--- config.mk ---
export PLATFORM = sky130hd
export DESIGN_NAME = midi_cmd_port
export DESIGN_NICKNAME = d
export VERILOG_FILES = /design/src/rtl/mpu_port_pkg.sv /design/src/rtl/port_byte_fifo.sv /design/src/rtl/port_cmd_decode.sv /design/src/rtl/midi_cmd_port.sv
export SDC_FILE = /design/constraint.sdc
export NUM_CORES = 1
export LEC_CHECK = 0
export BUFFER_PORTS_ARGS = -buffer_cell sky130_fd_sc_hd__buf_4
export CAP_MARGIN = 5
export CORE_MARGIN = 1
export CORE_UTILIZATION = 40
export CTS_BUF_LIST = sky130_fd_sc_hd__clkbuf_2 sky130_fd_sc_hd__clkbuf_4 sky130_fd_sc_hd__clkbuf_8
export DETAILED_ROUTE_END_ITERATION = 10
export GPL_ROUTABILITY_DRIVEN = 1
export SLEW_MARGIN = 40
export SYNTH_ARGS = -nofsm -noshare
export SYNTH_HDL_FRONTEND = slang
export SYNTH_SLANG_ARGS = --single-unit
--- constraint.sdc ---
create_clock -name clk -period 4.35 [get_ports clk]
set_input_delay 0.2175 -clock clk [delete_from_list [all_inputs] [get_ports clk]]
set_output_delay 0.2175 -clock clk [all_outputs]
set_load 0.005 [all_outputs]
--- src/rtl/mpu_port_pkg.sv ---
// Package: shared command codes and sizes for the MIDI command port.
// Assumes byte-wide host and stream paths.
package mpu_port_pkg;
    localparam int unsigned BYTE_W      = 8;
    localparam logic [7:0]  CMD_RESET   = 8'hFF;
    localparam logic [7:0]  CMD_UART_ON = 8'h3F;
    localparam logic [7:0]  ACK_BYTE    = 8'hFE;
endpackage

--- src/rtl/port_byte_fifo.sv ---
// Module: port_byte_fifo
// Circular FIFO with a flush input. When flush and push are asserted together,
// the FIFO is emptied and then holds only the pushed entry.
// Assumes DEPTH is a power of two and that the caller never pushes into a full FIFO
// unless it pops or flushes in the same cycle.
module port_byte_fifo #(
    parameter int unsigned WIDTH = 8,
    parameter int unsigned DEPTH = 16
) (
    input  logic             clk,
    input  logic             rst_n,
    input  logic             flush,
    input  logic             push,
    input  logic [WIDTH-1:0] push_data,
    input  logic             pop,
    output logic [WIDTH-1:0] head,
    output logic             empty,
    output logic             full
);
    localparam int unsigned AW = $clog2(DEPTH);
    localparam logic [AW:0] FULL_CNT = (AW+1)'(DEPTH);

    logic [WIDTH-1:0] mem [DEPTH];
    logic [AW-1:0]    rd_ptr, wr_ptr;
    logic [AW:0]      cnt;
    logic             do_pop;

    assign do_pop = pop && !empty;
    assign empty  = (cnt == '0);
    assign full   = (cnt == FULL_CNT);
    assign head   = mem[rd_ptr];

    // Storage write; a flush restarts writing at slot zero.
    always_ff @(posedge clk) begin
        if (push) mem[flush ? '0 : wr_ptr] <= push_data;
    end

    // Pointer and occupancy update.
    always_ff @(posedge clk) begin
        if (!rst_n) begin
            rd_ptr <= '0;
            wr_ptr <= '0;
            cnt    <= '0;
        end else if (flush) begin
            rd_ptr <= '0;
            wr_ptr <= push ? AW'(1) : '0;
            cnt    <= push ? (AW+1)'(1) : '0;
        end else begin
            if (push)   wr_ptr <= wr_ptr + 1'b1;
            if (do_pop) rd_ptr <= rd_ptr + 1'b1;
            cnt <= cnt + (AW+1)'(push) - (AW+1)'(do_pop);
        end
    end

    // occupancy never exceeds the depth
    p_no_overflow_r6: assert property (@(posedge clk) disable iff (!rst_n)
        cnt <= FULL_CNT);
    // the writer never pushes into a full FIFO without making room
    p_push_guard_r6: assert property (@(posedge clk) disable iff (!rst_n)
        (full && push && !flush) |-> pop);
endmodule

--- src/rtl/port_cmd_decode.sv ---
// Module: port_cmd_decode
// Decodes host writes into data pushes, flush and acknowledge requests,
// and holds the UART-mode flag. Assumes tx_full is the transmit FIFO full flag;
// every write is refused while it is set.
module port_cmd_decode
    import mpu_port_pkg::*;
(
    input  logic        clk,
    input  logic        rst_n,
    input  logic        host_sel,
    input  logic        host_wr,
    input  logic [7:0]  host_wdata,
    input  logic        tx_full,
    output logic        uart_mode,
    output logic        tx_push,
    output logic        flush,
    output logic        ack_req
);
    logic wr_ok, cmd_rst, cmd_uart;

    assign wr_ok    = host_wr && !tx_full;
    assign cmd_rst  = wr_ok && host_sel && (host_wdata == CMD_RESET);
    assign cmd_uart = wr_ok && host_sel && (host_wdata == CMD_UART_ON);
    assign tx_push  = wr_ok && !host_sel && uart_mode;
    assign flush    = cmd_rst;
    assign ack_req  = cmd_rst || cmd_uart;

    // Mode flag: the reset command clears it, the enter command sets it.
    always_ff @(posedge clk) begin
        if (!rst_n)        uart_mode <= 1'b0;
        else if (cmd_rst)  uart_mode <= 1'b0;
        else if (cmd_uart) uart_mode <= 1'b1;
    end

    // an unknown command leaves the mode unchanged
    p_ignore_cmd_r4: assert property (@(posedge clk) disable iff (!rst_n)
        (host_wr && host_sel && host_wdata != CMD_RESET && host_wdata != CMD_UART_ON)
        |=> $stable(uart_mode));
endmodule

--- src/rtl/midi_cmd_port.sv ---
// Module: midi_cmd_port
// Host command/data port with transmit and receive FIFOs, acknowledge
// insertion, active-low status flags and gated event outputs.
// Assumes a single clock, a synchronous reset and one host access per cycle.
module midi_cmd_port
    import mpu_port_pkg::*;
#(
    parameter int unsigned FIFO_DEPTH = 16
) (
    input  logic       clk,
    input  logic       rst_n,
    input  logic       host_sel,
    input  logic       host_wr,
    input  logic       host_rd,
    input  logic [7:0] host_wdata,
    output logic [7:0] host_rdata,
    output logic       tx_valid,
    input  logic       tx_ready,
    output logic [7:0] tx_data,
    input  logic       rx_valid,
    output logic       rx_ready,
    input  logic [7:0] rx_data,
    input  logic       irq_tx_en,
    input  logic       irq_rx_en,
    output logic       irq_tx,
    output logic       irq_rx
);
    logic       uart_mode, tx_push, flush, ack_req;
    logic       tx_empty, tx_full, rx_empty, rx_full;
    logic       ack_push, rx_push, rx_pop;
    logic [7:0] rx_head, rx_in, last_q, rdata_q, status;

    port_cmd_decode u_dec (
        .clk(clk), .rst_n(rst_n), .host_sel(host_sel), .host_wr(host_wr),
        .host_wdata(host_wdata), .tx_full(tx_full), .uart_mode(uart_mode),
        .tx_push(tx_push), .flush(flush), .ack_req(ack_req)
    );

    port_byte_fifo #(.WIDTH(BYTE_W), .DEPTH(FIFO_DEPTH)) u_txq (
        .clk(clk), .rst_n(rst_n), .flush(flush), .push(tx_push),
        .push_data(host_wdata), .pop(tx_ready), .head(tx_data),
        .empty(tx_empty), .full(tx_full)
    );

    // An acknowledge takes precedence over the stream; after a flush there is always room.
    assign ack_push = ack_req && (flush || !rx_full);
    assign rx_ready = uart_mode && !rx_full && !ack_req;
    assign rx_push  = ack_push || (rx_valid && rx_ready);
    assign rx_in    = ack_push ? ACK_BYTE : rx_data;
    assign rx_pop   = host_rd && !host_sel && !flush;

    port_byte_fifo #(.WIDTH(BYTE_W), .DEPTH(FIFO_DEPTH)) u_rxq (
        .clk(clk), .rst_n(rst_n), .flush(flush), .push(rx_push),
        .push_data(rx_in), .pop(rx_pop), .head(rx_head),
        .empty(rx_empty), .full(rx_full)
    );

    assign tx_valid   = !tx_empty;
    assign status     = {rx_empty, tx_full, 6'b0};
    assign host_rdata = rdata_q;
    assign irq_tx     = irq_tx_en && tx_empty;
    assign irq_rx     = irq_rx_en && !rx_empty;

    // Read register: status, the receive head, or the repeated last byte when empty.
    always_ff @(posedge clk) begin
        if (!rst_n) begin
            rdata_q <= '0;
            last_q  <= '0;
        end else if (host_rd) begin
            if (host_sel) begin
                rdata_q <= status;
            end else if (!rx_empty) begin
                rdata_q <= rx_head;
                last_q  <= rx_head;
            end else begin
                rdata_q <= last_q;
            end
        end
    end

    // a byte that is offered and not taken stays stable
    p_tx_hold_r5: assert property (@(posedge clk) disable iff (!rst_n)
        (tx_valid && !tx_ready && !flush) |=> (tx_valid && $stable(tx_data)));
    // a reset command leaves the transmit side empty
    p_reset_flush_r3: assert property (@(posedge clk) disable iff (!rst_n)
        (host_wr && host_sel && host_wdata == CMD_RESET && !tx_full) |=> !tx_valid);
    // an enter command leaves a byte waiting for the host
    p_enter_ack_r2: assert property (@(posedge clk) disable iff (!rst_n)
        (host_wr && host_sel && host_wdata == CMD_UART_ON && !tx_full && !rx_full) |=> irq_rx || !irq_rx_en);
    // the stream is held off while a command is accepted
    p_ack_first_r8: assert property (@(posedge clk) disable iff (!rst_n)
        (host_wr && host_sel && !tx_full &&
         (host_wdata == CMD_RESET || host_wdata == CMD_UART_ON)) |-> !rx_ready);
endmodule

; Word level (Yosys, flattened, before mapping)
; Memory sizes are Yosys's and may differ from the RTL's. A register that Yosys moved wholly into a read port is not among the register bits.
; Cells that the tools add are included.
[totals]
regBits = 43
memories = 2
output_inout_bits = 20
inputBits = 25
ram_bits = 256
word_cells = 80
[memory_table]
columns = name, depth, word_bits, read_ports, rd_ports_with_merged_regs, write_ports, line
row1 = u_rxq.mem, 16, 8, 1, 1, 1, port_byte_fifo.sv:23  ; logic [WIDTH-1:0] mem [DEPTH];
row2 = u_txq.mem, 16, 8, 1, 1, 1, port_byte_fifo.sv:23
[classes]
n_bitwise = 2
mux = 23
n_addsub = 8
n_eq_ne = 4
n_reduce_logical = 32
[op_table]
columns = cell, count
row1 = $mux 4, 10
row2 = $mux 8, 3
row3 = $add 4x1->4 const B, 4
row4 = $logic_and 1x1->1, 16
row5 = $add 5x1->5, 2
row6 = $eq 5x5->1 const B, 2
row7 = $logic_not 5->1, 2
row8 = $mux 5, 2
row9 = $sub 5x1->5, 2
row10 = $eq 8x6->1 const B, 1
row11 = $eq 8x8->1 const B, 1
row12 = $mux 1, 8
row13 = $logic_not 1->1, 7
row14 = $reduce_bool 2->1, 2
row15 = $logic_or 1x1->1, 3
row16 = $not 1->1, 2
row17 = $reduce_and 2->1, 1
row18 = $reduce_or 2->1, 1

; Longest topological paths before layout
; Gate-level depths: netlist of the first run.
[logic_depth]
depth_word = 13
ltp_mapped = 15
ltp_nobuf = 14

; Hierarchy
; Synthesis of the first run repeated with hierarchy kept, for this count alone.
[unflattened]
hier_cells = 715
area_unflattened_um2 = 12467.0
[by_module_without_submodules]
columns = module, cells_each, instances, seq_area_each_um2, area_each_um2
row1 = port_byte_fifo, 307, 2, 4184.0, 5771.8
row2 = midi_cmd_port, 84, 1, 320.3, 794.5
row3 = port_cmd_decode, 17, 1, 20.0, 128.9

; Worst setup path after synthesis of the first run
; No wires, ideal clock.
[synth_path]
kind = register -> register
startpoint = register u_txq.cnt[2]
endpoint = memory u_rxq.mem[6][0], enable pin
path_stages_with_launch = 9
period_less_slack_ps = 3073
path_buffers = 2
arrival_ps = 2678
setup_ps = 395
slack_ps = 1277
t_required_ps = 3955
path_cell_list = dfxtp_1 inv_1 ha_1 and4bb_1 or4b_1 buf_2 o21a_1 buf_2 nor4_1
[synth_via]
elab_chain_len = 12
word_cells_on_any_way = 16
cone_classes = 1 x eq/ne / 3 x mux / 12 x reduce/logical
[synth_rtl]
columns = item, line
row1 = "start, declared", port_byte_fifo.sv:25  ; logic [AW:0] cnt;
row2 = "start signal, assigned", port_byte_fifo.sv:47  ; cnt <= push ? (AW+1)'(1) : '0;
row3 = "start signal, assigned", port_byte_fifo.sv:51  ; cnt <= cnt + (AW+1)'(push) - (AW+1)'(do_pop);
row4 = $eq 5x5->1 *, port_byte_fifo.sv:30  ; assign full = (cnt == FULL_CNT);
row5 = $logic_not 1->1 *, port_cmd_decode.sv:21  ; assign wr_ok = host_wr && !tx_full;
row6 = $logic_and 1x1->1 *, port_cmd_decode.sv:21
row7 = $logic_and 1x1->1 *, "port_cmd_decode.sv:22, port_cmd_decode.sv:23"
row8 = $logic_and 1x1->1 (on tied branches), "port_cmd_decode.sv:22, port_cmd_decode.sv:23"
row9 = $logic_or 1x1->1, port_cmd_decode.sv:26  ; assign ack_req = cmd_rst || cmd_uart;
row10 = $logic_not 1->1, midi_cmd_port.sv:47  ; assign rx_ready = uart_mode && !rx_full && !ack_req;
row11 = $logic_and 1x1->1, midi_cmd_port.sv:47
row12 = $logic_and 1x1->1, midi_cmd_port.sv:48  ; assign rx_push = ack_push || (rx_valid && rx_ready);
row13 = $logic_or 1x1->1, midi_cmd_port.sv:48
row14 = $mux 1 (2 in a row), port_byte_fifo.sv:35  ; if (push) mem[flush ? '0 : wr_ptr] <= push_data;
row15 = "end, declared", port_byte_fifo.sv:23
; Mark *: on every way between the ends. The rest lies on a longest branch, timed or not.

; Final worst setup path of the first run
[layout_path]
startpoint = register u_txq.cnt[2]
endpoint = register u_txq.cnt[4]
[layout_via]
elab_chain_len = 8
word_cells_on_any_way = 13
cone_classes = 2 x add/sub / 1 x eq/ne / 1 x mux / 9 x reduce/logical
[layout_rtl]
columns = item, line
row1 = $eq 5x5->1, port_byte_fifo.sv:30
row2 = $logic_not 1->1, port_cmd_decode.sv:21
row3 = $logic_and 1x1->1, port_cmd_decode.sv:21
row4 = $logic_and 1x1->1 (2 in a row), port_cmd_decode.sv:24  ; assign tx_push = wr_ok && !host_sel && uart_mode;
row5 = $add 5x1->5, port_byte_fifo.sv:51
row6 = $sub 5x1->5, port_byte_fifo.sv:51
row7 = $mux 5 *, port_byte_fifo.sv:44  ; end else if (flush) begin
; Marks and branches as above.
; A chain may end at the register's enable or synchronous reset.

==> impl_metrics.env, run 1 <==
export IMPL_io_pins=45
export IMPL_nNetsFinal=850
export IMPL_syn_mean_instance_area_um2=17.0
export IMPL_cts_setup_buffers=0
export IMPL_die_h_um=177
export IMPL_setup_tns_final_ns=0
export IMPL_vias=6619
export IMPL_syn_area_um2=12300
export IMPL_clock_path_buffers=3
export IMPL_cts_tree="built"
export IMPL_drv_slew=0
export IMPL_period_needed_ns=3.00
export IMPL_drt_total_wl_mm=25.4
export IMPL_worst_pin_slew_ns=0.804
export IMPL_arrival_ns=3.47
export IMPL_power_density_nw_per_um2=494
export IMPL_fin_skew_ns=0.0138
export IMPL_clock_latency_ns=0.55
export IMPL_portBuffers=44
export IMPL_grt_overflow=0
export IMPL_clk_pin_slew_worst_paths_ns=0.06
export IMPL_drv_cap=0
export IMPL_synth_area_leaders="edfxtp_1 (62%), mux4_2 (11%), dfxtp_1 (8.3%), mux2i_1 (2.3%), ha_1 (1.5%)"
export IMPL_ys_seq_area_share_pct=70.7
export IMPL_cts_sink_count=307
export IMPL_worstReg2RegStart="u_txq.cnt[2]"
export IMPL_slew_headroom_pct=46.0
export IMPL_worst_slack_ns=1.35
export IMPL_synth_flop_cell="edfxtp_1"
export IMPL_fmax_ghz=0.333
export IMPL_viasPerCell=5.36
export IMPL_synth_seq_cells=307
export IMPL_critPathCaptureType="register"
export IMPL_synthDominantCellAreaShare_pct=62.4
export IMPL_rr_worst_depth=14
export IMPL_rsz0062_at_grt="no"
export IMPL_outcome="complete, no violations"
export IMPL_cts_inserted_buffers=49
export IMPL_initial_core_util_pct=41.1
export IMPL_drive_gt1_share_pct=28.2
export IMPL_core_region_area_um2=30000
export IMPL_hold_path_startpoint="host_wdata[2]"
export IMPL_die_area_um2=31500
export IMPL_routedWlPerCell_um=20.6
export IMPL_yosys_area_top_type="edfxtp_1"
export IMPL_worstPathRequired_ns=4.81
export IMPL_cts_hold_buf=4
export IMPL_fin_crit_sh_pct=69.1
export IMPL_diodes=0
export IMPL_hp_class="in -> reg"
export IMPL_ys_async_sr_fraction_pct=0
export IMPL_routabilityCongestion=0.829
export IMPL_grt_pass1_wl_mm=39.2
export IMPL_syn_inst=723
export IMPL_hold_viol=0
export IMPL_ys_types=50
export IMPL_dp_hpwl_mm=16.9
export IMPL_hold_depth=1
export IMPL_die_w_um=177
export IMPL_detail_route_antenna_nets=0
export IMPL_grt_pass1_vias=6888
export IMPL_syn2layout_area_growth_pct=15.9
export IMPL_ir_drop_uv=375
export IMPL_gr_usage_all_layers_pct=16.5
export IMPL_layout_commonest_cell="edfxtp_1"
export IMPL_synth_edf_count=256
export IMPL_place_ws_ns=1.39
export IMPL_drc=0
export IMPL_antenna_found_initial=0
export IMPL_mappedNetlistNets=765
export IMPL_rows=63
export IMPL_power_leakage_nw=4.68
export IMPL_finalSetupViolations=0
export IMPL_grt_max_degree=36
export IMPL_critPathLaunch="u_txq.cnt[2]"
export IMPL_startpoint_type="register"
export IMPL_mostFrequentLayoutCells="edfxtp_1 (256), buf_4 (68), mux4_2 (60)"
export IMPL_cts_root_buf="clkbuf_8"
export IMPL_htree_levels=2
export IMPL_worstSetupPathType="reg -> reg"
export IMPL_cp_max_fo=5
export IMPL_post_cts_resized=0
export IMPL_ys_warn_count=0
export IMPL_dr_pass1_iters=4
export IMPL_drt_first_iter_violations=478
-- power by group --
group / internal (mW) / leakage [nW] / switching, mW
Sequential: 3.27 / 2.72 / 0.176
Combinational: 0.596 / 1.41 / 0.500
Clock: 1.47 / 0.545 / 1.05
Total: 5.33 / 4.68 / 1.73
-- per-layer routing --
metal  vias up  wire (µm)  track usage (%)
met5         -          0                0
met4         0        543             5.84
met3        47       1270             3.19
met2       199      13000             28.0
met1      3359      10600             21.1
li1       3014          -                -
-- worst paths after layout --
kind | end | slack, ns
max reg2reg | u_txq.cnt[4] | 1.35
max | u_txq.cnt[4] | 1.35
min | u_txq.mem[3][2] | 0.04
min reg2reg | last_q[0] | 0.47
-- flip-flops by register name, indices dropped and copies added (netlist names), named ones only --
name / count
host_rdata: 8
last_q: 8
u_dec.uart_mode: 1
u_rxq.cnt: 5
u_rxq.mem: 128
u_rxq.rd_ptr: 4
u_rxq.wr_ptr: 4
u_txq.cnt: 5
u_txq.mem: 128
u_txq.rd_ptr: 4
u_txq.wr_ptr: 4
-- metrics by stage --
step	cells	hold slack, ns	utilization, %	total power, mW	cell area, µm²
6_report	1235	0.0421	47.7	7.06	14300
5_1_grt	1235	0.0177	47.7	7.37	14300
4_1_cts	1235	0.00982	47.6	7.14	14300
3_5_place_dp	1143	0.460	44.0	4.60	13200
3_3_place_gp	1143	0.443	43.9	4.54	13200
2_1_floorplan	723	0.316	-	4.22	12300
-- cell usage after synthesis (all sizes together) (12+ instances only) --
cell type and count:
buf 18, dfxtp 51, clkbuf 20, a21boi 15, nand2 33, nor3 15
mux4 60, a22oi 12, a21oi 24, nor2 37, edfxtp 256, ha 15
inv 16, nor2b 12, mux2i 28
-- critical path: stages, from the launching register on --
cell	delay [ns]
dfxtp_1	0.32
inv_1	0.08
ha_1	0.19
nor4b_1	0.44
nor2b_1	0.24
ha_1	0.33
inv_1	0.04
ha_1	0.20
inv_1	0.10
fa_1	0.24
inv_1	0.05
a21oi_1	0.13
nor2_1	0.06
or3_1	0.35
a21oi_1	0.14
-- layout make-up --
| class | count | area [µm²] |
|---|---|---|
| Clock buffer | 77 | 928 |
| Clock inverter | 11 | 100 |
| Fill cell | 2580 | 15700 |
| Inverter | 17 | 63.8 |
| Multi-Input combinational cell | 361 | 3420 |
| Sequential cell | 307 | 8720 |
| Tap cell | 390 | 488 |
| Timing Repair Buffer | 72 | 551 |
-- cells by family after synthesis --
family	synth area share [%]
mux	13.3
simple gates	7.06
buf+inv	1.80
flops	70.7
xor+xnor	1.07
fa+ha+maj	1.85
compound gates	4.25
Power figures use the tool's default switching activity.
==> run 2, diff against run 1 <==
clock period = 2.5 ns   (was 4.35 ns; I/O delays follow)
==> run 2 against run 1 <==
The flow now finishes with violations (setup timing). Clock skew up 0.012 ns. Setup slack worse by 1.4 ns. Critical path depth decreased by 5. Fmax grew 20%. Critical path type unchanged. Critical endpoint is now u_rxq.mem[14][4]. Largest cell class unchanged. Highest routed layer unchanged.
==> impl_metrics.env, run 2 (synthesis results as in run 1) <==
export IMPL_ir_drop_uv=373
export IMPL_grt_pass1_vias=7467
export IMPL_outcome="complete, but fails checks"
export IMPL_crit_cells=9
export IMPL_cts_sink_count=307
export IMPL_routabilityCongestion=0.836
export IMPL_cts_root_buf="clkbuf_8"
export IMPL_rows=63
export IMPL_grt_overflow=0
export IMPL_power_density_nw_per_um2=823
export IMPL_slowest_stage="or4b_4"
export IMPL_layout_commonest_cell="edfxtp_1"
export IMPL_reg_largest_list="u_rxq.mem: 128 flops, u_txq.mem: 128 flops"
export IMPL_period_needed_ns=2.51
export IMPL_fin_skew_ns=0.0263
export IMPL_regToRegEndpoint="u_rxq.mem[14][4]"
export IMPL_portBuffers=44
export IMPL_worstSetupPathType="reg -> reg"
export IMPL_htree_levels=2
export IMPL_die_area_um2=31500
export IMPL_fillerInstances=2428
export IMPL_worstReg2RegStart="u_txq.cnt[2]"
export IMPL_viasPerCell=5.33
export IMPL_drt_first_iter_violations=651
export IMPL_io_pins=45
export IMPL_regArea_um2=8720
export IMPL_nNetsFinal=937
export IMPL_critPathCaptureType="register"
export IMPL_cp_max_fo=8
export IMPL_hold_viol=0
export IMPL_die_w_um=177
export IMPL_path_buf_inv=4
export IMPL_fin_crit_sh_pct=100
export IMPL_cts_inserted_buffers=50
export IMPL_drt_total_wl_mm=27.5
export IMPL_diodes=0
export IMPL_startpoint_type="register"
export IMPL_gr_usage_all_layers_pct=18.1
export IMPL_initial_core_util_pct=41.1
export IMPL_syn2layout_area_growth_pct=26.7
export IMPL_finalSetupViolations=7
export IMPL_clock_latency_ns=0.56
export IMPL_worst_pin_slew_ns=0.658
export IMPL_cts_tree="built"
export IMPL_worstPathRequired_ns=2.78
export IMPL_grt_max_degree=33
export IMPL_critPathCapture="u_rxq.mem[14][4]"
export IMPL_detail_route_antenna_nets=0
export IMPL_drv_slew=0
export IMPL_routedWlPerCell_um=20.8
export IMPL_slew_headroom_pct=56.1
export IMPL_fin_hold_ws_ns=0.0363
export IMPL_drive_gt1_share_pct=36.9
export IMPL_clk_pin_slew_worst_paths_ns=0.06
export IMPL_antenna_found_initial=0
export IMPL_final_cells=1320
export IMPL_ff2ff_setup_slack_ns=-0.009
export IMPL_drc=0
export IMPL_violations="setup timing"
export IMPL_dr_pass1_iters=5
export IMPL_worst_slack_ns=-0.00926
export IMPL_clock_path_buffers=3
export IMPL_rsz0062_at_grt="yes"
export IMPL_power_leakage_nw=5.35
export IMPL_fmax_ghz=0.399
export IMPL_arrival_ns=2.79
export IMPL_drv_cap=0
export IMPL_die_h_um=177
export IMPL_multiInputGateArea_um2=3780
export IMPL_rr_worst_depth=9
export IMPL_mostFrequentLayoutCells="edfxtp_1 (256), buf_4 (99), mux4_2 (60)"
export IMPL_critPathLaunch="u_txq.cnt[2]"
export IMPL_dp_hpwl_mm=18.1
export IMPL_place_ws_ns=-0.195
export IMPL_crit_top_cell="buf_6"
export IMPL_vias=7041
export IMPL_post_place_cells=1201
export IMPL_max_stage_delay_ns=0.55
export IMPL_hp_class="in -> reg"
export IMPL_core_region_area_um2=30000
export IMPL_cp_cell_sequence="inv_2 > ha_4 > and4bb_1 > or4b_4 > buf_6 > o21a_4 > buf_6 > nor3_4 > buf_6"
export IMPL_grt_pass1_wl_mm=42.6
export IMPL_cp_top_family="simple AND/OR/NAND/NOR gates"
run 2: worst min path at each step:
stage,startpoint,to,slack [ns],depth (start not counted)
floorplan,host_wdata[0],u_txq.mem[0][0],0.22,0
global placement,last_q[7],last_q[7],0.45,2
finish,rx_data[4],u_rxq.mem[15][4],0.04,3
CTS,rx_data[4],u_rxq.mem[15][4],0.007,3
detailed placement,last_q[7],last_q[7],0.45,2
global route,rx_data[4],u_rxq.mem[15][4],0.02,3
run 2: timing repair:
| item | in CTS | in global routing |
|---|---|---|
| setup endpoints to repair | 164 | 134 |
| cloned | 4 | 0 |
| setup buffers | 9 | 6 |
| pin swaps | 15 | 15 |
| hold endpoints to repair | 161 | 0 |
| gates resized for setup | 38 | 20 |
| hold buffers | 15 | 0 |
run 2: per-layer routing:
layer  wire, µm  GRT usage, %  up-vias
met1      11700          23.6     3602
met4        752          6.73        0
met2      13600          30.4      184
li1           -             -     3197
met3       1410          3.23       58
met5          0             0        -
run 2: power breakdown:
group | switching [mW] | leakage, nW | internal, mW | total [mW]
combinational | 1.23 | 2.11 | 1.53 | 2.77
sequential | 0.119 | 2.72 | 5.69 | 5.80
clock | 1.89 | 0.523 | 2.38 | 4.27
total | 3.24 | 5.35 | 9.60 | 12.8
run 2: worst min-delay path: cells and delay by family:
family,cells,cell delay [ns]
buffers and inverters,2,0.23
AND/OR/NAND/NOR,1,0.12
run 2: final cells by class:
class                           instances  share of cell area [%]
Clock buffer                           70                    5.41
Clock inverter                         17                   0.858
Inverter                               17                   0.409
Multi-Input combinational cell        362                    24.2
Sequential cell                       307                    55.9
Tap cell                              390                    3.13
Timing Repair Buffer                  157                    10.1
run 2: through the flow:
stage | utilization [%] | area (µm²) | total power [mW] | setup TNS [ns]
finish | 52.1 | 15600 | 12.8 | -0.0395
global route | 52.1 | 15600 | 13.4 | -1.72
CTS | 51.8 | 15500 | 13.0 | -0.456
detailed placement | 46.9 | 14000 | 8.26 | -17.59
global placement | 46.9 | 14000 | 8.17 | -9.23
floorplan | - | 12600 | 7.39 | -0.325
